## src/rtl/quantum_arb_pkg.sv

```systemverilog
package quantum_arb_pkg;

  localparam int FETCH_IDX = 0;
  localparam int DATA_IDX  = 1;
  localparam int DMA_BASE  = 2;

  typedef enum logic [1:0] {
    PH_IDLE = 2'd0,
    PH_OVH  = 2'd1,
    PH_PAY  = 2'd2
  } phase_e;

  typedef enum logic [1:0] {
    KIND_FETCH = 2'd0,
    KIND_DATA  = 2'd1,
    KIND_DMA   = 2'd2
  } xfer_kind_e;

  // Strobes from control to datapath
  typedef struct packed {
    logic       loadOvh;
    logic       loadPay;
    logic       stepDown;
    logic       countOvh;
    logic       countPay;
    xfer_kind_e payKind;
  } ctl_strobe_t;

  function automatic xfer_kind_e kindOf(input logic fetchBit, input logic dataBit);
    if (dataBit)       return KIND_DATA;
    else if (fetchBit) return KIND_FETCH;
    else               return KIND_DMA;
  endfunction

endpackage

```

## src/rtl/qarb_picker.sv

```systemverilog
module qarb_picker
  import quantum_arb_pkg::*;
#(
  parameter  int NUM_DMA = 2,
  localparam int NREQ    = NUM_DMA + 2,
  localparam int DMA_IW  = (NUM_DMA > 1) ? $clog2(NUM_DMA) : 1
) (
  input  logic [NREQ-1:0]   candVec,
  input  logic [DMA_IW-1:0] rrPtr,
  output logic [NREQ-1:0]   winVec,
  output logic              dmaWon,
  output logic [DMA_IW-1:0] dmaIdx
);

  logic [NUM_DMA-1:0] dmaCand;
  assign dmaCand = candVec[NREQ-1:DMA_BASE];

  // Rotating search among DMA engines, starting at rrPtr
  always_comb begin
    dmaWon = 1'b0;
    dmaIdx = '0;
    for (int k = 0; k < NUM_DMA; k++) begin
      if (!dmaWon && dmaCand[(int'(rrPtr) + k) % NUM_DMA]) begin
        dmaWon = 1'b1;
        dmaIdx = DMA_IW'((int'(rrPtr) + k) % NUM_DMA);
      end
    end
  end

  // Fixed ranks: data, then DMA group, then fetch
  always_comb begin
    winVec = '0;
    if (candVec[DATA_IDX])       winVec[DATA_IDX] = 1'b1;
    else if (dmaWon)             winVec[DMA_BASE + int'(dmaIdx)] = 1'b1;
    else if (candVec[FETCH_IDX]) winVec[FETCH_IDX] = 1'b1;
  end

endmodule

```

## src/rtl/qarb_control.sv

```systemverilog
module qarb_control
  import quantum_arb_pkg::*;
#(
  parameter  int NUM_DMA = 2,
  parameter  int O_W     = 4,
  localparam int NREQ    = NUM_DMA + 2,
  localparam int DMA_IW  = (NUM_DMA > 1) ? $clog2(NUM_DMA) : 1
) (
  input  logic              clk,
  input  logic              rstN,
  input  logic [O_W-1:0]    cfgOverhead,
  input  logic [NREQ-1:0]   reqVec,
  input  logic [NUM_DMA-1:0] dmaDone,
  input  logic              remLast,
  output ctl_strobe_t       strobe,
  output logic [NREQ-1:0]   grantVec,
  output logic              busOverhead,
  output logic              busPayload
);

  phase_e              phaseQ, phaseD;
  logic [NREQ-1:0]     grantQ, grantD;
  logic [DMA_IW-1:0]   rrPtrQ, rrPtrD;
  logic                doneHit, payEnd, arbNow;
  logic [NREQ-1:0]     candVec, winVec;
  logic                dmaWon;
  logic [DMA_IW-1:0]   dmaIdx;

  assign doneHit = (phaseQ == PH_PAY) && (|(grantQ[NREQ-1:DMA_BASE] & dmaDone));
  assign payEnd  = (phaseQ == PH_PAY) && (remLast || doneHit);
  assign arbNow  = (phaseQ == PH_IDLE) || payEnd;
  // Owner of a finishing grant is not eligible at its own handover
  assign candVec = reqVec & ((phaseQ == PH_IDLE) ? {NREQ{1'b1}} : ~grantQ);

  qarb_picker #(.NUM_DMA(NUM_DMA)) picker_i (
    .candVec (candVec),
    .rrPtr   (rrPtrQ),
    .winVec  (winVec),
    .dmaWon  (dmaWon),
    .dmaIdx  (dmaIdx)
  );

  always_comb begin
    phaseD          = phaseQ;
    grantD          = grantQ;
    rrPtrD          = rrPtrQ;
    strobe.loadOvh  = 1'b0;
    strobe.loadPay  = 1'b0;
    strobe.stepDown = 1'b0;
    strobe.countOvh = (phaseQ == PH_OVH);
    strobe.countPay = (phaseQ == PH_PAY);
    strobe.payKind  = kindOf(grantQ[FETCH_IDX], grantQ[DATA_IDX]);
    if (arbNow) begin
      if (|winVec) begin
        grantD = winVec;
        if (|winVec[NREQ-1:DMA_BASE] && dmaWon) begin
          rrPtrD = (int'(dmaIdx) == NUM_DMA - 1) ? '0 : dmaIdx + 1'b1;
        end
        if (cfgOverhead == '0) begin
          phaseD         = PH_PAY;
          strobe.loadPay = 1'b1;
          strobe.payKind = kindOf(winVec[FETCH_IDX], winVec[DATA_IDX]);
        end else begin
          phaseD         = PH_OVH;
          strobe.loadOvh = 1'b1;
        end
      end else begin
        grantD = '0;
        phaseD = PH_IDLE;
      end
    end else if (phaseQ == PH_OVH) begin
      if (remLast) begin
        phaseD         = PH_PAY;
        strobe.loadPay = 1'b1;
      end else begin
        strobe.stepDown = 1'b1;
      end
    end else begin
      strobe.stepDown = 1'b1;
    end
  end

  always_ff @(posedge clk or negedge rstN) begin
    if (!rstN) begin
      phaseQ <= PH_IDLE;
      grantQ <= '0;
      rrPtrQ <= '0;
    end else begin
      phaseQ <= phaseD;
      grantQ <= grantD;
      rrPtrQ <= rrPtrD;
    end
  end

  assign grantVec    = grantQ;
  assign busOverhead = (phaseQ == PH_OVH);
  assign busPayload  = (phaseQ == PH_PAY);

  // never more than one owner
  a_r5_one_owner: assert property (@(posedge clk) disable iff (!rstN)
    $onehot0(grantQ));

  // grant is held until its last payload cycle
  a_r5_grant_hold: assert property (@(posedge clk) disable iff (!rstN)
    (phaseQ != PH_IDLE && !payEnd) |=> (grantQ == $past(grantQ)));

  // data port wins from an idle bus
  a_r3_data_first: assert property (@(posedge clk) disable iff (!rstN)
    (phaseQ == PH_IDLE && reqVec[DATA_IDX]) |=> grantQ[DATA_IDX]);

  // finishing owner does not keep the bus
  a_r8_owner_yields: assert property (@(posedge clk) disable iff (!rstN)
    payEnd |=> ((grantQ & $past(grantQ)) == '0));

endmodule

```

## src/rtl/qarb_datapath.sv

```systemverilog
module qarb_datapath
  import quantum_arb_pkg::*;
#(
  parameter  int Q_W       = 4,
  parameter  int O_W       = 4,
  parameter  int CNT_W     = 16,
  parameter  int FETCH_LEN = 3,
  parameter  int DATA_LEN  = 1,
  localparam int REM_W     = (Q_W > O_W) ? Q_W : O_W
) (
  input  logic             clk,
  input  logic             rstN,
  input  logic [Q_W-1:0]   cfgQuantum,
  input  logic [O_W-1:0]   cfgOverhead,
  input  ctl_strobe_t      strobe,
  output logic             remLast,
  output logic [CNT_W-1:0] overheadCount,
  output logic [CNT_W-1:0] payloadCount
);

  logic [REM_W-1:0] qEff, payLimit, remQ;
  logic [CNT_W-1:0] ovhCntQ, payCntQ;

  assign qEff = (cfgQuantum == '0) ? REM_W'(1) : REM_W'(cfgQuantum);

  always_comb begin
    unique case (strobe.payKind)
      KIND_FETCH: payLimit = (REM_W'(FETCH_LEN) < qEff) ? REM_W'(FETCH_LEN) : qEff;
      KIND_DATA:  payLimit = (REM_W'(DATA_LEN)  < qEff) ? REM_W'(DATA_LEN)  : qEff;
      default:    payLimit = qEff;
    endcase
  end

  // Remaining cycles in the current phase
  always_ff @(posedge clk or negedge rstN) begin
    if (!rstN) begin
      remQ <= '0;
    end else if (strobe.loadOvh) begin
      remQ <= REM_W'(cfgOverhead);
    end else if (strobe.loadPay) begin
      remQ <= payLimit;
    end else if (strobe.stepDown && remQ != '0) begin
      remQ <= remQ - 1'b1;
    end
  end

  assign remLast = (remQ == REM_W'(1));

  // Utilisation counters
  always_ff @(posedge clk or negedge rstN) begin
    if (!rstN) begin
      ovhCntQ <= '0;
      payCntQ <= '0;
    end else begin
      if (strobe.countOvh) ovhCntQ <= ovhCntQ + 1'b1;
      if (strobe.countPay) payCntQ <= payCntQ + 1'b1;
    end
  end

  assign overheadCount = ovhCntQ;
  assign payloadCount  = payCntQ;

  // a loaded payload run is non-empty and within the quantum
  a_r2_quantum_cap: assert property (@(posedge clk) disable iff (!rstN)
    strobe.loadPay |=> (remQ != '0) && (remQ <= $past(qEff)));

endmodule

```

## src/rtl/quantum_bus_arbiter.sv

```systemverilog
module quantum_bus_arbiter
  import quantum_arb_pkg::*;
#(
  parameter  int NUM_DMA   = 2,
  parameter  int Q_W       = 4,
  parameter  int O_W       = 4,
  parameter  int CNT_W     = 16,
  parameter  int FETCH_LEN = 3,
  parameter  int DATA_LEN  = 1,
  localparam int NREQ      = NUM_DMA + 2
) (
  input  logic               clk,
  input  logic               rstN,
  input  logic [Q_W-1:0]     cfgQuantum,
  input  logic [O_W-1:0]     cfgOverhead,
  input  logic [NREQ-1:0]    reqVec,
  input  logic [NUM_DMA-1:0] dmaDone,
  output logic [NREQ-1:0]    grantVec,
  output logic               busOverhead,
  output logic               busPayload,
  output logic [CNT_W-1:0]   overheadCount,
  output logic [CNT_W-1:0]   payloadCount
);

  ctl_strobe_t strobe;
  logic        remLast;

  qarb_control #(.NUM_DMA(NUM_DMA), .O_W(O_W)) control_i (
    .clk         (clk),
    .rstN        (rstN),
    .cfgOverhead (cfgOverhead),
    .reqVec      (reqVec),
    .dmaDone     (dmaDone),
    .remLast     (remLast),
    .strobe      (strobe),
    .grantVec    (grantVec),
    .busOverhead (busOverhead),
    .busPayload  (busPayload)
  );

  qarb_datapath #(
    .Q_W(Q_W), .O_W(O_W), .CNT_W(CNT_W),
    .FETCH_LEN(FETCH_LEN), .DATA_LEN(DATA_LEN)
  ) datapath_i (
    .clk           (clk),
    .rstN          (rstN),
    .cfgQuantum    (cfgQuantum),
    .cfgOverhead   (cfgOverhead),
    .strobe        (strobe),
    .remLast       (remLast),
    .overheadCount (overheadCount),
    .payloadCount  (payloadCount)
  );

  // idle cycles leave both counters unchanged
  a_r9_idle_uncounted: assert property (@(posedge clk) disable iff (!rstN)
    (grantVec == '0) |=> (overheadCount == $past(overheadCount)) &&
                         (payloadCount == $past(payloadCount)));

endmodule

```

## config.mk

```make
export PLATFORM = sky130hd
export DESIGN_NAME = quantum_bus_arbiter
export DESIGN_NICKNAME = d
export VERILOG_FILES = /design/src/rtl/quantum_arb_pkg.sv /design/src/rtl/qarb_picker.sv /design/src/rtl/qarb_control.sv /design/src/rtl/qarb_datapath.sv /design/src/rtl/quantum_bus_arbiter.sv
export SDC_FILE = /design/constraint.sdc
export NUM_CORES = 1
export LEC_CHECK = 0
export CAP_MARGIN = 20
export CORE_MARGIN = 1.5
export CORE_UTILIZATION = 44
export CTS_CLUSTER_SIZE = 28
export DETAILED_ROUTE_END_ITERATION = 8
export PLACE_DENSITY = 0.75
export REMOVE_ABC_BUFFERS = 1
export SYNTH_ARGS = -nofsm -noshare
export SYNTH_HDL_FRONTEND = slang
export SYNTH_HIERARCHICAL = 1
export SYNTH_SLANG_ARGS = --single-unit
```

## constraint.sdc

```tcl
create_clock -name clk -period 2.5 [get_ports clk]
set_input_delay 0.25 -clock clk [delete_from_list [all_inputs] [get_ports clk]]
set_output_delay 0.25 -clock clk [all_outputs]
set_load 0.005 [all_outputs]
```

Word-level counts from Yosys, hierarchy flattened
Index checks and enable logic that the tools add are counted.
{"block": "totals", "in_bits": 16, "ff_bits": 43}
{"block": "classes", "reduce_logical": 22, "eq_ne": 4, "n_lt_le_gt_ge": 6, "add_sub_neg": 6, "n_bitwise": 4, "mux": 49}
{"cell": "$add 16x1->16 const B", "n": 2}
{"cell": "$mux 4", "n": 8}
{"cell": "$mux 2", "n": 14}
{"cell": "$mux 1", "n": 24}
{"cell": "$logic_not 4->1", "n": 2}
{"cell": "$pmux 4 s2", "n": 1}
{"cell": "$logic_and 1x1->1", "n": 6}
{"cell": "$and 4x4->4", "n": 1}
{"cell": "$eq 2x1->1 const B", "n": 2}
{"cell": "$eq 4x1->1 const B", "n": 1}
{"cell": "$logic_not 2->1", "n": 2}
{"cell": "$lt 1x4->1 const A", "n": 1}
{"cell": "$lt 2x4->1 const A", "n": 1}
{"cell": "$not 4->4", "n": 1}
{"cell": "$reduce_bool 2->1", "n": 2}
{"cell": "$reduce_bool 4->1", "n": 1}
{"cell": "$reduce_or 2->1", "n": 2}
{"cell": "$reduce_or 4->1", "n": 1}
{"cell": "$sub 4x1->4 const B", "n": 1}
{"cell": "$add 2x1->3 const A", "n": 1}
{"cell": "$ge 3x1->1 const B", "n": 1}
{"cell": "$lt 2x3->1 const B", "n": 1}
{"cell": "$lt 3x3->1 const B", "n": 1}
{"cell": "$mux 3", "n": 1}
{"cell": "other kinds (11)", "n": 13}

Logic depth before layout (Yosys ltp)
Gate-level depths: netlist of the first run.
{"block": "depth", "word_depth": 25, "depth_mapped": 12}

Hierarchy
The synthesis of the first run kept the hierarchy.
{"mod": "qarb_datapath", "area_each_um2": 1682.9, "cells_per_inst": 154, "n_inst": 1}
{"mod": "qarb_control", "area_each_um2": 480.5, "cells_per_inst": 43, "n_inst": 1}
{"mod": "qarb_picker", "area_each_um2": 60.1, "cells_per_inst": 9, "n_inst": 1}

Least setup slack after synthesis of the first run
OpenSTA, ideal clock, no wires.
{"block": "synth_path", "path_kind": "register -> register", "start": "reg control_i.phaseQ[1]", "end": "reg datapath_i.remQ[0]", "path_buffers": 0, "path_slack_ns": -0.192, "arrival_ns": 2.610, "path_stages_with_launch": 12, "path_cell_list": "dfrtp_1 or2_2 a21boi_0 a211oi_1 nor4_2 nor2b_2 nand2_2 a21oi_1 o21ba_2 nor2_1 a221o_1 a31oi_1"}
{"item": "from (decl)", "line_no": "qarb_control.sv:21", "source": "phase_e phaseQ, phaseD;"}
{"item": "from (signal assigned)", "line_no": "qarb_control.sv:89", "source": "phaseQ <= phaseD;"}
{"item": "to (signal assigned)", "line_no": "qarb_datapath.sv:39", "source": "remQ <= REM_W'(cfgOverhead);"}
{"item": "to (signal assigned)", "line_no": "qarb_datapath.sv:41", "source": "remQ <= payLimit;"}
{"item": "to (signal assigned)", "line_no": "qarb_datapath.sv:43", "source": "remQ <= remQ - 1'b1;"}
{"item": "to (decl)", "line_no": "qarb_datapath.sv:21", "source": "logic [REM_W-1:0] qEff, payLimit, remQ;"}

==> results.tsv, run 1 <==
metric	value	unit
outcome	finished, final reports clean	
pwr_density_cell	875	nW/µm²
die_w	74.1	µm
ir_worst_vdd	0.465	mV
clkSinkCount	43	
drive_gt1_share	21.6	%
routed-via-count	1778	
wl_per_cell	12.8	µm
worstSetupPathType	reg -> reg	
synth_flop_cell	dfrtp_1	
synth_top_area_share	48.4	%
grt_usage	16.5	%
yosys_warnings	6	
crit_family	simple AND/OR/NAND/NOR gates	
num_rows	25	
maxCapViolations	0	
grt_start_max_net_pins	44	
clkTransAtPathRegs	0.08	ns
finalPower	2.74	mW
max_stage_delay	0.39	ns
ctsLongestPathBuffers	2	
antenna_cells	0	
cp_slowest_cell	dfrtp_1	
gp_congestion	0.872	
grt_pass1_vias	1608	
max_freq	0.414	GHz
rsz0062_at_grt	true	
setup_viol	0	
numCtsBuffers	5	
worst_pin_slew	0.967	ns
drt_wl_total	4450	µm
io_buffer_count	53	
ys_seq_area_share	48.4	%
grt_pass1_wl	7070	µm
die_area	5490	µm²
yosys-top-cells-area	dfrtp_1 48%, xnor2_1 8.3%, xor2_1 4.3%	
fin_worst_skew	0.00792	ns
worstPathArrival	2.63	ns
final_net_count	301	
ant_nets	0	
cp_num_buf_inv	1	
dp_hpwl	3200	µm
hp-class	in -> async	
final_area	3130	µm²
initial_utilization	46.5	%
synth_cell_types	44	
slew_viol_final	0	
cts_max_level	2	
syn_avg_cell_area	10.8	µm²
ios	54	
leakagePower	1.37	nW
max_slew_margin	35.5	%
crit_path_frequent_cell	or2_4	
worst_ep_required_time	2.72	ns
critPathCaptureType	register	
cp_max_fo	4	
syn_to_final_growth	40.7	%
core_area	4790	µm²
fin_crit	2.42	ns
clk_latency	0.29	ns
start_kind	register	
synth-seq-cells	43	
yosys.area.top_type	dfrtp_1	
vias_per_cell	5.09	
hold_violations	0	
synthCells	206	
first_pass_iters	4	
drt_iter0_markers	69	
grt_antenna_before_repair	0	
crit_chain	or2_4, a21boi_2, buf_4, or2_4, nor3b_4, nor4_4, nor2b_2, nand2_2, a32o_1, nor2b_4, nor3_4, a221o_1, a31oi_1	
grt.overflow.total	0	
place_area	2940	µm²
cts_tree	built	
syn_area	2220	µm²
drc	0	
die_y	74.1	µm
cts_root_buf	clkbuf_8	
synth_edf_count	0	
post-route-period-util	96.6	%
async_flop_share	100	%
## synth_stat cells, types with 3 or more instances
cell type	count
nand4_1	9
buf_4	5
a31oi_1	3
and3_1	4
ha_1	4
or2_2	3
nand3_1	10
xnor2_1	21
xor2_1	11
nand2_1	13
inv_1	12
a21oi_1	7
nor2_1	13
nor2b_1	3
a21boi_0	4
nor3_1	4
dfrtp_1	43
mux2_2	6
## where the power goes
group / internal [mW] / switching [mW]
Clock: 0.191 / 0.233
Sequential: 0.868 / 0.193
Combinational: 0.740 / 0.512
Total: 1.80 / 0.938
## flip-flops by register name, summed over array words and instances, names as in the netlist
| register | count |
|---|---|
| datapath_i/overheadCount | 16 |
| control_i/phaseQ | 2 |
| datapath_i/remQ | 4 |
| control_i/grantVec | 4 |
| datapath_i/payloadCount | 16 |
| control_i/rrPtrQ | 1 |
## worst register-to-register path: cells and delay by family (launching register included)
kind | cells | cell delay [ns]
buffers and inverters | 1 | 0.12
AND/OR/NAND/NOR | 8 | 1.11
flip-flops | 1 | 0.39
AO/OA/AOI/OAI | 4 | 0.73
## cell usage in the layout (no fill, tap or decap), drive strengths merged, types with 3 or more instances in the layout
cell type,instances
clkdlybuf4s50,52
dfrtp,43
buf,22
xnor2,21
nand2,14
nor2,13
inv,12
xor2,11
nand3,10
nand4,9
a21oi,7
mux2,6
clkbuf,5
and3,4
ha,4
nor3,4
a31oi,4
or2,4
a21boi,4
nor2b,4
clkinv,3
nor3b,3
## cells by family after synthesis
family | count (synthesis) | share of synthesized area [%]
AOI/OAI and AO/OA | 29 | 10.0
buffers and inverters | 18 | 3.88
and+or+nand+nor | 72 | 18.9
xor gates and xnor gates | 32 | 12.6
muxes | 8 | 3.94
DFF | 43 | 48.4
adders and majority gates | 4 | 2.25
## through the flow
step / setup TNS (ns) / cells / hold slack [ns] / utilization, % / setup WS (ns)
detailed placement: -0.536 / 340 / 0.460 / 61.5 / -0.190
floorplan: -1.23 / 200 / -0.0456 / - / -0.416
global placement: -0.368 / 340 / 0.455 / 61.5 / -0.142
global route: -0.194 / 349 / 0.194 / 65.4 / -0.0806
finish: 0 / 349 / 0.119 / 65.4 / 0.0847
CTS: 0 / 349 / 0.140 / 63.9 / 0.0138
## layout make-up
cell class,instances,area [µm²]
Fill cell,399,1660
Multi-Input combinational cell,145,1160
Sequential cell,43,1080
Timing Repair Buffer,74,683
Tap cell,67,83.8
Clock buffer,5,68.8
Inverter,12,45.0
Clock inverter,3,15.0
## final timing paths
kind | startpoint | end | slack [ns] | cells after the start
setup / recovery | control_i/phaseQ[1]$_DFFE_PN0P_ | datapath_i/remQ[0]$_DFFE_PN0P_ | 0.08 | 13
hold / removal | rstN | datapath_i/payloadCount[8]$_DFFE_PN0P_ | 0.12 | 1
setup reg to reg | control_i/phaseQ[1]$_DFFE_PN0P_ | datapath_i/remQ[0]$_DFFE_PN0P_ | 0.08 | 13
hold reg to reg | datapath_i/overheadCount[15]$_DFFE_PN0P_ | datapath_i/overheadCount[15]$_DFFE_PN0P_ | 0.48 | 1
max in group asynchronous | rstN | control_i/phaseQ[0]$_DFFE_PN0P_ | 1.79 | 1
min in group clk | datapath_i/overheadCount[15]$_DFFE_PN0P_ | datapath_i/overheadCount[15]$_DFFE_PN0P_ | 0.48 | 1
## per-layer routing
metal | vias to the layer above | track usage (%) | wire (µm)
met5 | - | 0 | 0
met3 | 6 | 3.66 | 171
li1 | 865 | - | -
met2 | 44 | 27.2 | 2100
met4 | 0 | 3.70 | 45
met1 | 863 | 22.3 | 2140
## repair_timing
action | in CTS | in global routing
setup endpoints to repair | 4 | 4
pin swaps | 2 | 4
buffers inserted | 1 | 0
resized for setup | 9 | 14
endpoints found under the hold margin | 0 | 0
hold buffers | 0 | 0
Power figures use the tool's default switching activity.
==> run 2, diff against run 1 <==
CAP_MARGIN = default   (was 20)
==> results of run 2 <==
Same layout as run 1: the final DEF is identical, and so are final timing and power.
==> run 3, diff against run 2 <==
CELL_PAD_IN_SITES_DETAIL_PLACEMENT = 1   (was default)
CELL_PAD_IN_SITES_GLOBAL_PLACEMENT = 2   (was default)
CORE_UTILIZATION = 28   (was 44)
PLACE_DENSITY = default   (was 0.75)
PLACE_DENSITY_LB_ADDON = 0.1   (was default)
==> run 3 against run 2 <==
Net effect: the flow now finishes with violations (setup timing); non-clock buffer count increased by 11; routed wire length increased by 21%; clock-buffer cell count up 1; worst setup slack got worse by 0.091 ns; critical path depth grew 1; maximum frequency fell by 3.6%; clock skew is 0.00093 ns lower; critical path type unchanged; critical endpoint unchanged.
==> results.tsv, run 3 (synthesis gave the netlist of run 1 again) <==
metric	value	unit	change
outcome	finished, violations left		
violations	setup timing		
die_y	92.1	µm	+24%
tns	-0.00673	ns	-0.00673 ns
antenna_cells	0		unchanged
num_rows	32		+28%
gp_congestion	0.790		-9.4%
maxCapViolations	0		unchanged
ios	54		unchanged
wl_per_cell	13.6	µm	+6.5%
max_freq	0.399	GHz	-3.6%
fin_crit	2.51	ns	+0.0914 ns
cts_tree	built		
core_area	7690	µm²	+61%
first_pass_iters	4		unchanged
worstSetupPathType	reg -> reg		
ctsLongestPathBuffers	2		unchanged
critPathCaptureType	register		
rsz0062_at_grt	true		
dp_hpwl	4020	µm	+26%
setup_slack	-0.00673	ns	-0.0914 ns
grt_pass1_wl	9450	µm	+34%
max_slew_margin	75.8	%	+40 points
clk_latency	0.29	ns	about the same
drt_wl_total	5370	µm	+21%
drt_iter0_markers	25		-64%
grt_usage	13.9	%	-2.6 points
hold_violations	0		unchanged
dp_cells	383		+13%
grt_pass1_vias	1889		+17%
final_cell_mix	52 x clkdlybuf4s50_1, 43 x dfrtp_1, 31 x buf_4		
setup_viol	1		+1
final_area	3230	µm²	+3.1%
worstPathArrival	2.68	ns	+0.05 ns
die_area	8480	µm²	+55%
slew_viol_final	0		unchanged
syn_to_final_growth	45.1	%	
grt_start_max_net_pins	24		-45%
pwr_density_cell	869	nW/µm²	-0.73%
place_area	3050	µm²	+3.5%
worst_ep_required_time	2.67	ns	-0.05 ns
final_net_count	312		+3.7%
vias_per_cell	4.55		-11%
final_common_cell	clkdlybuf4s50_1		
ant_nets	0		unchanged
hp-class	in -> async		
ir_worst_vdd	0.384	mV	-17%
finalPower	2.80	mW	+2.4%
clkSinkCount	43		unchanged
io_buffer_count	53		unchanged
worst_pin_slew	0.362	ns	-0.605 ns
leakagePower	1.41	nW	+2.2%
drc	0		unchanged
post-route-period-util	100	%	+3.7 points
numCtsBuffers	5		unchanged
cts_root_buf	clkbuf_8		
drive_gt1_share	23.2	%	+1.6 points
clkTransAtPathRegs	0.09	ns	about the same
final_cells	395		+13%
grt.overflow.total	0		unchanged
die_w	92.1	µm	+24%
fin_worst_skew	0.00700	ns	-0.000929 ns
post-place-ws	-0.213	ns	-0.0232 ns
cts_max_level	2		unchanged
grt_antenna_before_repair	0		unchanged
start_kind	register		
initial_utilization	28.9	%	-18 points
cp_max_fo	4		unchanged
routed-via-count	1799		+1.2%
-- run 3: final cells by class --
class / count / area [µm²]
flip-flops and latches: 43 / 1080
well taps: 102 / 128
inverters: 12 / 45.0
clock inverters: 2 / 12.5
fillers: 865 / 4460
multi-input cells: 145 / 1120
clock buffers: 6 / 72.6
repair buffers: 85 / 768
-- run 3: final timing paths --
path	to	slack (ns)	cells past startpoint	start
worst max-delay path	datapath_i/remQ[0]$_DFFE_PN0P_	-0.007	14	control_i/phaseQ[1]$_DFFE_PN0P_
worst min-delay path	datapath_i/overheadCount[0]$_DFFE_PN0P_	0.48	3	rstN
worst max register to register	datapath_i/remQ[0]$_DFFE_PN0P_	-0.007	14	control_i/phaseQ[1]$_DFFE_PN0P_
worst min register to register	datapath_i/overheadCount[15]$_DFFE_PN0P_	0.48	1	datapath_i/overheadCount[15]$_DFFE_PN0P_
max in group asynchronous	datapath_i/payloadCount[0]$_DFFE_PN0P_	1.79	3	rstN
min in group clk	datapath_i/overheadCount[15]$_DFFE_PN0P_	0.48	1	datapath_i/overheadCount[15]$_DFFE_PN0P_
-- run 3: report_power, final --
part           leakage (nW)  switching [mW]  total [mW]  internal (mW)
logic                 0.806           0.537        1.31          0.769
clock network        0.0412           0.241       0.436          0.196
registers             0.558           0.192        1.06          0.868
total                  1.41           0.970        2.80           1.83
-- run 3: stage by stage --
| stage | hold WS [ns] | utilization (%) |
|---|---|---|
| finish | 0.477 | 42.0 |
| CTS | 0.481 | 41.5 |
| global placement | 0.262 | 39.6 |
| global route | 0.505 | 42.0 |
| detailed placement | 0.261 | 39.6 |
| floorplan | -0.0456 | - |
-- run 3: critical path, cell delays in order (launching register included) --
cell      delay (ns)
dfrtp_1         0.38
or2_4           0.28
a21boi_2        0.13
buf_4           0.13
inv_1           0.05
a211oi_2        0.15
buf_4           0.16
nor4_4          0.05
nor2b_2         0.16
nand2_2         0.09
a32o_1          0.22
nor2b_2         0.15
nor3_2          0.18
a221o_1         0.18
a31oi_1         0.07
-- run 3: repair_timing --
| item | in CTS | in global routing |
|---|---|---|
| resized for setup | 10 | 6 |
| endpoints found under the setup margin | 4 | 4 |
| pin swaps | 3 | 4 |
| buffers inserted | 2 | 1 |
| hold buffers | 1 | 0 |
| endpoints found under the hold margin | 43 | 0 |
-- run 3: layer usage --
metal | routed length [µm] | track usage, % | vias to the layer above
li1 | - | - | 891
met1 | 2470 | 18.2 | 876
met2 | 2720 | 23.5 | 30
met3 | 138 | 2.16 | 2
met4 | 31 | 3.85 | 0
met5 | 0 | 0 | -
